$ cat src/rtl/pcs_pkg.sv
package pcs_pkg;
  // Source chosen for the next program counter value
  typedef enum logic [2:0] {
    SEL_HOLD = 3'd0,
    SEL_INC  = 3'd1,
    SEL_LOW  = 3'd2,
    SEL_TGT  = 3'd3,
    SEL_POP  = 3'd4,
    SEL_VEC  = 3'd5
  } pc_sel_e;
endpackage

$ cat src/rtl/pcs_next.sv
module pcs_next
  import pcs_pkg::*;
#(
  parameter int unsigned PC_W  = 13,
  parameter int unsigned LO_W  = 8,
  parameter int unsigned HI_W  = 5,
  parameter int unsigned TGT_W = 11,
  parameter logic [PC_W-1:0] VECTOR = 13'h0004
) (
  input  logic [PC_W-1:0]  pc_q,
  input  logic [HI_W-1:0]  latch_q,
  input  logic             step_en,
  input  logic             lo_we,
  input  logic [LO_W-1:0]  lo_din,
  input  logic             jump_req,
  input  logic             call_req,
  input  logic [TGT_W-1:0] target,
  input  logic             irq_ack,
  input  logic             ret_req,
  input  logic [PC_W-1:0]  pop_top,
  output logic [PC_W-1:0]  pc_nxt,
  output logic             redirect,
  output logic             push,
  output logic             pop
);
  // upper bits taken from the latch for an opcode target
  localparam int unsigned KEEP_W = PC_W - TGT_W;

  pc_sel_e sel;

  always_comb begin
    if (irq_ack)       sel = SEL_VEC;
    else if (call_req) sel = SEL_TGT;
    else if (ret_req)  sel = SEL_POP;
    else if (jump_req) sel = SEL_TGT;
    else if (lo_we)    sel = SEL_LOW;
    else if (step_en)  sel = SEL_INC;
    else               sel = SEL_HOLD;
  end

  always_comb begin
    unique case (sel)
      SEL_VEC:  pc_nxt = VECTOR;
      SEL_TGT:  pc_nxt = {latch_q[HI_W-1 -: KEEP_W], target};
      SEL_POP:  pc_nxt = pop_top;
      SEL_LOW:  pc_nxt = {latch_q, lo_din};
      SEL_INC:  pc_nxt = pc_q + 1'b1;
      default:  pc_nxt = pc_q;
    endcase
  end

  assign push     = irq_ack | call_req;
  assign pop      = ret_req;
  assign redirect = (sel != SEL_INC) && (sel != SEL_HOLD);
endmodule

$ cat src/rtl/pcs_ret_stack.sv
module pcs_ret_stack #(
  parameter int unsigned W     = 13,
  parameter int unsigned DEPTH = 8   // power of two: the pointer wraps naturally
) (
  input  logic         clk,
  input  logic         rst_n,
  input  logic         push,
  input  logic         pop,
  input  logic [W-1:0] wdata,
  output logic [W-1:0] top
);
  localparam int unsigned PW = $clog2(DEPTH);

  logic [PW-1:0] ptr_q, ptr_nxt, top_idx, wr_idx;
  logic [W-1:0]  mem_q [DEPTH];

  assign top_idx = ptr_q - 1'b1;
  // pop first: a simultaneous push lands in the slot just vacated
  assign wr_idx  = pop ? top_idx : ptr_q;

  always_comb begin
    ptr_nxt = ptr_q;
    if (push && !pop)      ptr_nxt = ptr_q + 1'b1;
    else if (pop && !push) ptr_nxt = top_idx;
  end

  always_ff @(posedge clk or negedge rst_n) begin
    if (!rst_n) ptr_q <= '0;
    else        ptr_q <= ptr_nxt;
  end

  for (genvar i = 0; i < DEPTH; i++) begin : g_slot
    logic slot_en;
    assign slot_en = push && (wr_idx == PW'(i));
    always_ff @(posedge clk) begin
      if (slot_en) mem_q[i] <= wdata;
    end
  end

  assign top = mem_q[top_idx];

  // whatever was pushed is the next value a return sees
  assert_push_on_top_R6: assert property (@(posedge clk) disable iff (!rst_n)
    push |=> (top == $past(wdata)));

  // push with pop keeps the depth, so a second push-with-pop hits the same slot
  assert_pair_keeps_top_R9: assert property (@(posedge clk) disable iff (!rst_n)
    (push && pop) |=> (top_idx == $past(top_idx)));
endmodule

$ cat src/rtl/pcs_counter.sv
module pcs_counter
  import pcs_pkg::*;
#(
  parameter int unsigned PC_W   = 13,
  parameter int unsigned LO_W   = 8,
  parameter int unsigned HI_W   = 5,
  parameter int unsigned TGT_W  = 11,
  parameter int unsigned MEM_AW = 10,
  parameter int unsigned DEPTH  = 8,
  parameter logic [PC_W-1:0] VECTOR = 13'h0004
) (
  input  logic              clk,
  input  logic              rst_n,
  input  logic              step_en,
  input  logic              lo_we,
  input  logic [LO_W-1:0]   lo_din,
  input  logic              hi_we,
  input  logic [HI_W-1:0]   hi_din,
  input  logic              jump_req,
  input  logic              call_req,
  input  logic [TGT_W-1:0]  target,
  input  logic              irq_ack,
  input  logic              ret_req,
  output logic [PC_W-1:0]   fetch_addr,
  output logic [MEM_AW-1:0] mem_addr,
  output logic              flush
);
  logic [1:0]      rst_sync_q;
  logic            rst_q_n;
  logic [PC_W-1:0] pc_q, pc_nxt, pop_top;
  logic [HI_W-1:0] latch_q, latch_nxt;
  logic            flush_q, redirect, push, pop;

  // asynchronous assertion, synchronous release
  always_ff @(posedge clk or negedge rst_n) begin
    if (!rst_n) rst_sync_q <= 2'b00;
    else        rst_sync_q <= {rst_sync_q[0], 1'b1};
  end
  assign rst_q_n = rst_sync_q[1];

  pcs_next #(
    .PC_W(PC_W), .LO_W(LO_W), .HI_W(HI_W), .TGT_W(TGT_W), .VECTOR(VECTOR)
  ) i_next (
    .pc_q(pc_q), .latch_q(latch_q), .step_en(step_en), .lo_we(lo_we),
    .lo_din(lo_din), .jump_req(jump_req), .call_req(call_req),
    .target(target), .irq_ack(irq_ack), .ret_req(ret_req),
    .pop_top(pop_top), .pc_nxt(pc_nxt), .redirect(redirect),
    .push(push), .pop(pop)
  );

  pcs_ret_stack #(.W(PC_W), .DEPTH(DEPTH)) i_stack (
    .clk(clk), .rst_n(rst_q_n), .push(push), .pop(pop),
    .wdata(pc_q), .top(pop_top)
  );

  assign latch_nxt = hi_we ? hi_din : latch_q;

  always_ff @(posedge clk or negedge rst_q_n) begin
    if (!rst_q_n) begin
      pc_q    <= '0;
      latch_q <= '0;
      flush_q <= 1'b0;
    end else begin
      pc_q    <= pc_nxt;
      latch_q <= latch_nxt;
      flush_q <= redirect;
    end
  end

  assign fetch_addr = pc_q;
  assign mem_addr   = pc_q[MEM_AW-1:0];
  assign flush      = flush_q;

  // a plain step adds exactly one
  assert_step_adds_one_R2: assert property (@(posedge clk) disable iff (!rst_q_n)
    (step_en && !redirect) |=> (fetch_addr == $past(fetch_addr) + 1'b1));

  // nothing requested, nothing moves
  assert_idle_holds_R2: assert property (@(posedge clk) disable iff (!rst_q_n)
    (!step_en && !redirect) |=> $stable(fetch_addr));

  // acknowledge lands on the vector
  assert_vector_R5: assert property (@(posedge clk) disable iff (!rst_q_n)
    irq_ack |=> (fetch_addr == VECTOR));

  // opcode target reaches the low bits
  assert_target_R4: assert property (@(posedge clk) disable iff (!rst_q_n)
    (!irq_ack && (call_req || (jump_req && !ret_req)))
      |=> (fetch_addr[TGT_W-1:0] == $past(target)));

  // a lone return takes the stack top
  assert_return_R6: assert property (@(posedge clk) disable iff (!rst_q_n)
    (ret_req && !irq_ack && !call_req) |=> (fetch_addr == $past(pop_top)));

  // flush marks exactly the cycle after a redirect
  assert_flush_after_R10: assert property (@(posedge clk) disable iff (!rst_q_n)
    (irq_ack || call_req || ret_req || jump_req || lo_we) |=> flush);
  assert_no_flush_R10: assert property (@(posedge clk) disable iff (!rst_q_n)
    !(irq_ack || call_req || ret_req || jump_req || lo_we) |=> !flush);

  // the latch only follows its own write strobe
  assert_latch_stable_R12: assert property (@(posedge clk) disable iff (!rst_q_n)
    !hi_we |=> $stable(latch_q));
endmodule

$ cat config.mk
export PLATFORM = sky130hd
export DESIGN_NAME = pcs_counter
export DESIGN_NICKNAME = d
export VERILOG_FILES = /design/src/rtl/pcs_pkg.sv /design/src/rtl/pcs_next.sv /design/src/rtl/pcs_ret_stack.sv /design/src/rtl/pcs_counter.sv
export SDC_FILE = /design/constraint.sdc
export NUM_CORES = 1
export LEC_CHECK = 0
export BUFFER_PORTS_ARGS = -buffer_cell sky130_fd_sc_hd__buf_2
export CORE_MARGIN = 1
export CORE_UTILIZATION = 35
export DETAILED_ROUTE_END_ITERATION = 8
export SLEW_MARGIN = 5
export SYNTH_ARGS = -nofsm -noshare
export SYNTH_HDL_FRONTEND = slang
export SYNTH_SLANG_ARGS = --single-unit
$ cat constraint.sdc
create_clock -name clk -period 1 [get_ports clk]
set_clock_uncertainty 0.1 [all_clocks]
set_input_delay 0.2 -clock clk [delete_from_list [all_inputs] [get_ports clk]]
set_output_delay 0.2 -clock clk [all_outputs]
set_load 0.05 [all_outputs]
# Yosys cells after proc, flatten, opt, wreduce, memory -nomap -nowiden

Memories as Yosys holds them, arrays and structs flattened.
Index checks and enable logic that the tools add are counted.
W data, S select, Z words.

Register bits after elaboration: 24
RAM bits: 104
Input port bits: 33
Output and inout bits: 24
Logic and storage cells: 94
Memories kept: 1

Memory list:

| name          | depth | bits a word | rd ports | clocked after memory_dff | write ports | RTL line            | text |
|---|---|---|---|---|---|---|---|
| i_stack.mem_q | 8     | 13          | 1        | 0                        | 1           | pcs_ret_stack.sv:15 | `logic [W-1:0] mem_q [DEPTH];` |

Add/subtract/negate cells: 3
Equal/unequal tests: 13
Mux-type cells: 47
Bitwise logic cells: 1
Reductions and logical operators: 24

Operators by type and width:

| kind                    | count |
|---|---|
| $mux W13                | 7 |
| $reduce_or A13 Y1       | 7 |
| $pmux W13 S5            | 1 |
| $mux W3                 | 15 |
| $mux W1                 | 24 |
| $eq A3 B3 Y1 const B    | 6 |
| $add A13 B1 Y13 const B | 1 |
| $eq A3 B2 Y1 const B    | 4 |
| $logic_and A1 B1 Y1     | 11 |
| $eq A3 B1 Y1 const B    | 2 |
| $reduce_bool A5 Y1      | 1 |
| $add A3 B1 Y3 const B   | 1 |
| $logic_not A3 Y1        | 1 |
| $ne A3 B1 Y1 const B    | 1 |
| $reduce_bool A3 Y1      | 1 |
| $sub A3 B1 Y3 const B   | 1 |
| $logic_not A1 Y1        | 2 |
| $reduce_bool A2 Y1      | 1 |
| $or A1 B1 Y1            | 1 |

# Longest topological paths before layout

Word-level depth: 14
Mapped depth: 11
Mapped depth without buffers: 7

# Modules after synthesis

Synthesis repeated with hierarchy kept, for this count alone.

Cells, all modules: 447
Area, all modules: 5973.2 um2

Modules (own cells, without submodules):

| module        | instances | cells an instance | area each (um2) | sequential area each (um2) |
|---|---|---|---|---|
| pcs_ret_stack | 1         | 291               | 4576.9          | 3198.1 |
| pcs_next      | 1         | 119               | 735.7           | 0.0 |
| pcs_counter   | 1         | 37                | 660.6           | 525.5 |

# Least setup slack after synthesis

Ideal clock, no wire load.

Path type: register to register
Start: register i_stack.ptr_q[0]
End: memory i_stack.mem_q[4][0], enable pin
Library setup time: 382 ps
Arrival time: 2500 ps
Data required time: 518 ps
Setup slack: -1983 ps
Stages on the path, launching flop included: 11
Buffers on the path: 5
Period minus slack after synthesis: 2983 ps
Cell sequence: dfrtp_1 > buf_4 > buf_2 > inv_1 > ha_1 > buf_2 > buf_2 > buf_2 > and3_1 > a31oi_1 > nor2_1

Elaborated cells on any way between the ends: 55
Those cells by class: 1 x add/sub; 7 x eq/ne; 31 x mux; 16 x reduce/logical

RTL lines:

| what                                                              | RTL line            | text |
|---|---|---|
| from (decl)                                                       | pcs_ret_stack.sv:14 | `logic [PW-1:0] ptr_q, ptr_nxt, top_idx, wr_idx;` |
| from (signal assigned)                                            | pcs_ret_stack.sv:29 | `else ptr_q <= ptr_nxt;` |
| $sub A3 B1 Y3                                                     | pcs_ret_stack.sv:17 | `assign top_idx = ptr_q - 1'b1;` |
| $mux W3 *                                                         | pcs_ret_stack.sv:19 | `assign wr_idx = pop ? top_idx : ptr_q;` |
| $eq A3 B3 Y1 *                                                    | pcs_ret_stack.sv:34 | `assign slot_en = push && (wr_idx == PW'(i));` |
| $logic_and A1 B1 Y1 *                                             | pcs_ret_stack.sv:34 |  |
| named net i_stack.g_slot[4].slot_en                               | pcs_ret_stack.sv:33 | `logic slot_en;` |
| $mux W1 *                                                         | pcs_ret_stack.sv:36 | `if (slot_en) mem_q[i] <= wdata;` |
| $mux W1 (implied by the code) *                                   | pcs_ret_stack.sv:36 |  |
| $reduce_or A13 Y1 (no line)                                       | --                  |  |
| $mux W3 (no line) / $mux W1 (equally long branches) (4 in series) | --                  |  |
| to (decl)                                                         | pcs_ret_stack.sv:15 |  |

Mark *: on every way through the listed nets, which the timed path passes. The rest lies on a longest branch.

# Worst setup path in the final report

Start: register i_stack.ptr_q[0]
End: register pc_q[11] (netlist: fetch_addr[11])

Longest elaborated chain between the ends: 3

Ends and longest elaborated chain:

| what                 | RTL line            | text |
|---|---|---|
| $sub A3 B1 Y3        | pcs_ret_stack.sv:17 |  |
| $mem_v2 Z8 W13       | --                  |  |
| $pmux W13 S5         | pcs_next.sv:42      | `unique case (sel)` |
| to (signal assigned) | pcs_counter.sv:64   | `pc_q <= pc_nxt;` |
| to (decl)            | pcs_counter.sv:30   | `logic [PC_W-1:0] pc_q, pc_nxt, pop_top;` |

No other way between the ends.
A chain may end at the register's enable or synchronous reset.

==> metrics.yaml <==
status: "finished with violations"
violations: "negative hold slack, negative setup slack"
drtAntennaViolNets: 0
whs_ns: -0.0510
grt_pass1_wl_mm: 22.2
ctsHoldBuffers: 11
switching_power_mw: 9.12
clk_latency_ns: 0.41
die_area_um2: 16100
hpwl_mm: 9.50
vias: 3780
p_sw_frac: 0.330
synthFlopType: "edfxtp_1"
worstHoldStart: "target[5]"
cp_cell_sequence: "clkinv_4, ha_4, xor2_4, buf_12, mux4_2, o21ai_1, or3_1, o211ai_1"
r2r_setup_slack_ns: -1.12
post-place-ws_ns: -1.12
worst-setup-path-type: "reg2reg"
pwr-share-seq: 0.293
synth_top_cells_by_count: "edfxtp_1, dfrtp_1, mux4_2"
power.density_nw_per_um2: 3290
grt_pass1_vias: 3681
r2r-start: "i_stack.ptr_q[0]"
avgRoutedWirePerCell_um: 22.2
multi_input_area_um2: 1740
cts_made_buffers: 17
gp_congestion: 0.776
area_growth_pct: 54.0
cts_sinks: 128
p_int_mw: 18.5
critPathRequiredTime_ns: 1.18
place_area_um2: 6720
gr-total-overflow: 0
setup_viol: 224
viasPerCell: 5.35
ys_seq_area_frac: 0.683
end_kind: "register"
drtIter0Drc: 350
reg2reg_depth: 8
async_flop_share: 0.188
grt_usage: 0.194
critPathLaunchType: "register"
synth.distinct_cells: 46
area.sequential_um2: 3770
worst_pin_slew_ns: 0.531
slowest_stage: "mux4_2"
io_pins: 57
synth.most_common_cell: "edfxtp_1"
core_area_um2: 15200
syn_area_um2: 5450
clk_pin_slew_ns: 0.06
avgSynthCellArea_um2: 17.0
insertedDiodeCount: 0
hold_violations: 6
final.setup.worst_slack_ns: -1.12
rsz0062_at_grt: "yes"
antenna_found_initial: 0
syn_inst: 320
nNetsFinal: 542
clock_tree.root_cell: "clkbuf_16"
worstPathArrival_ns: 2.30
route.detailed.drc: 0
fillers: 1167
timing.rr.end: "fetch_addr[11]"
slew_headroom: 0.637
synth-edff-count: 104
rows: 45
max_freq_mhz: 472
drive_gt1_frac: 0.560
synth_fp_nets: 357
fp.dieH_um: 127
h-tree-depth: 4
ys_warn_count: 0
hold_end: "fetch_addr[5]"
die_w_um: 127
power.share.clock: 0.214
whs_path_depth: 3
max-cap-violations: 0
cts.path.max_buffers: 2
power.total_mw: 27.6
dp.cells: 613
synth_top_area_cell: "edfxtp_1"
cpPeakStageDelay_ns: 0.49
initial_core_util: 0.359
p_leak_nw: 3.16
drt_wl_total_mm: 15.7
design_area_um2: 8400
finalCriticalPeriod_ns: 2.12
fin_crit_sh: 2.12
critPathMaxFanout: 8
io_buffers: 56
cts_tree: "built"
irDropWorstVdd_v: 0.00134
final_cells: 706
grt_max_degree: 23
comb_power_share: 0.492
ys_top_cells_by_area: "edfxtp_1, dfrtp_1, mux4_2"
min_path_type: "in2reg"
synth_top_area_share: 0.573
drtPass1Iterations: 6
ys_ff_latch: 128
slew_viol_final: 0
fin_setup_tns_ns: -142.50
-- critical path, delay by kind of cell (launching register included) --
| family | cells | cell delay [ns] |
|---|---|---|
| AO/OA/AOI/OAI | 2 | 0.21 |
| XOR/XNOR | 1 | 0.25 |
| adder cells (fa/ha/maj) | 1 | 0.18 |
| buffers and inverters | 2 | 0.24 |
| flip-flops | 1 | 0.40 |
| multiplexers | 1 | 0.49 |
| AND/OR/NAND/NOR | 1 | 0.12 |
-- placed cells by master (no fill, tap or decap), drive strengths merged, types with 5 or more instances in the layout --
cell	Yosys	routed
buf	25	178
edfxtp	104	104
clkbuf	2	25
mux4	24	24
dfrtp	24	24
nor2	15	15
xnor2	13	13
mux2i	11	11
dlygate4sd3	0	11
o21ai	10	10
nand2	10	10
a222oi	8	8
nand3	7	7
nand4	7	7
clkinv	0	7
mux2	6	6
a21oi	6	6
xor2	5	5
-- logic make-up (layout without fill, tap and decap cells) --
| logic type | Yosys count | in the layout | share of synthesized area |
|---|---|---|---|
| XOR/XNOR | 18 | 18 | 0.0303 |
| flip-flops | 128 | 128 | 0.683 |
| adder cells (fa/ha/maj) | 4 | 4 | 0.00918 |
| AND/OR/NAND/NOR | 56 | 56 | 0.0567 |
| multiplexers | 41 | 41 | 0.132 |
| buffers and inverters | 32 | 230 | 0.0346 |
| AO/OA/AOI/OAI | 40 | 40 | 0.0541 |
| other | 1 | 1 | 0.000688 |
-- metal layers --
layer / GRT usage / up-vias / part of all wire
li1: - / 1648 / -
met1: 0.255 / 1970 / 0.42
met2: 0.319 / 139 / 0.50
met3: 0.0396 / 23 / 0.051
met4: 0.0686 / 0 / 0.021
met5: 0 / - / 0
-- repair_timing --
action / 4_1_cts / 5_1_grt
gates cloned: 2 / 4
resized for setup: 76 / 71
endpoints found under the setup margin: 225 / 201
hold endpoints to repair: 17 / 6
pin swaps: 2 / 9
buffers inserted: 13 / 33
-- flip-flops by register name, indices dropped and copies added, names as in the netlist --
name           cells
i_stack.mem_q    104
fetch_addr        13
latch_q            5
i_stack.ptr_q      3
rst_sync_q         2
flush              1
-- worst max-delay path by stage --
stage | start | cells past startpoint | slack [ns] | end
final | i_stack.ptr_q[0] | 8 | -1.12 | fetch_addr[11]
after detailed placement | i_stack.ptr_q[0] | 8 | -1.12 | fetch_addr[11]
after global routing | i_stack.ptr_q[0] | 8 | -1.21 | fetch_addr[11]
after CTS | i_stack.ptr_q[0] | 8 | -1.10 | fetch_addr[11]
after global placement | i_stack.ptr_q[1] | 8 | -1.04 | fetch_addr[11]
after floorplan | i_stack.ptr_q[0] | 10 | -1.26 | i_stack.mem_q[5][0]
-- cell type report --
| class | count | area share |
|---|---|---|
| tap | 188 | 0.0280 |
| inverter | 5 | 0.00283 |
| clock buffer | 21 | 0.0536 |
| multi-input combinational | 160 | 0.207 |
| clock inverter | 11 | 0.0139 |
| timing repair buffer | 193 | 0.246 |
| sequential | 128 | 0.448 |
-- power by group through the flow --
| stage | combinational, mW | sequential [mW] | clock (mW) |
|---|---|---|---|
| 6_report | 13.6 | 8.11 | 5.93 |
| 5_1_grt | 14.3 | 8.21 | 6.28 |
| 2_1_floorplan | 6.31 | 8.64 | 0 |
| 4_1_cts | 12.1 | 8.07 | 5.99 |
| 3_3_place_gp | 10.1 | 8.08 | 0 |
| 3_5_place_dp | 10.2 | 8.12 | 0 |
-- per-stage QoR --
| stage | util | hold WS (ns) |
|---|---|---|
| 2_1_floorplan | - | -0.196 |
| 3_3_place_gp | 0.442 | -0.115 |
| 3_5_place_dp | 0.442 | -0.113 |
| 4_1_cts | 0.515 | -0.0673 |
| 5_1_grt | 0.552 | -0.0416 |
| 6_report | 0.552 | -0.0510 |
Power figures use the tool's default switching activity.
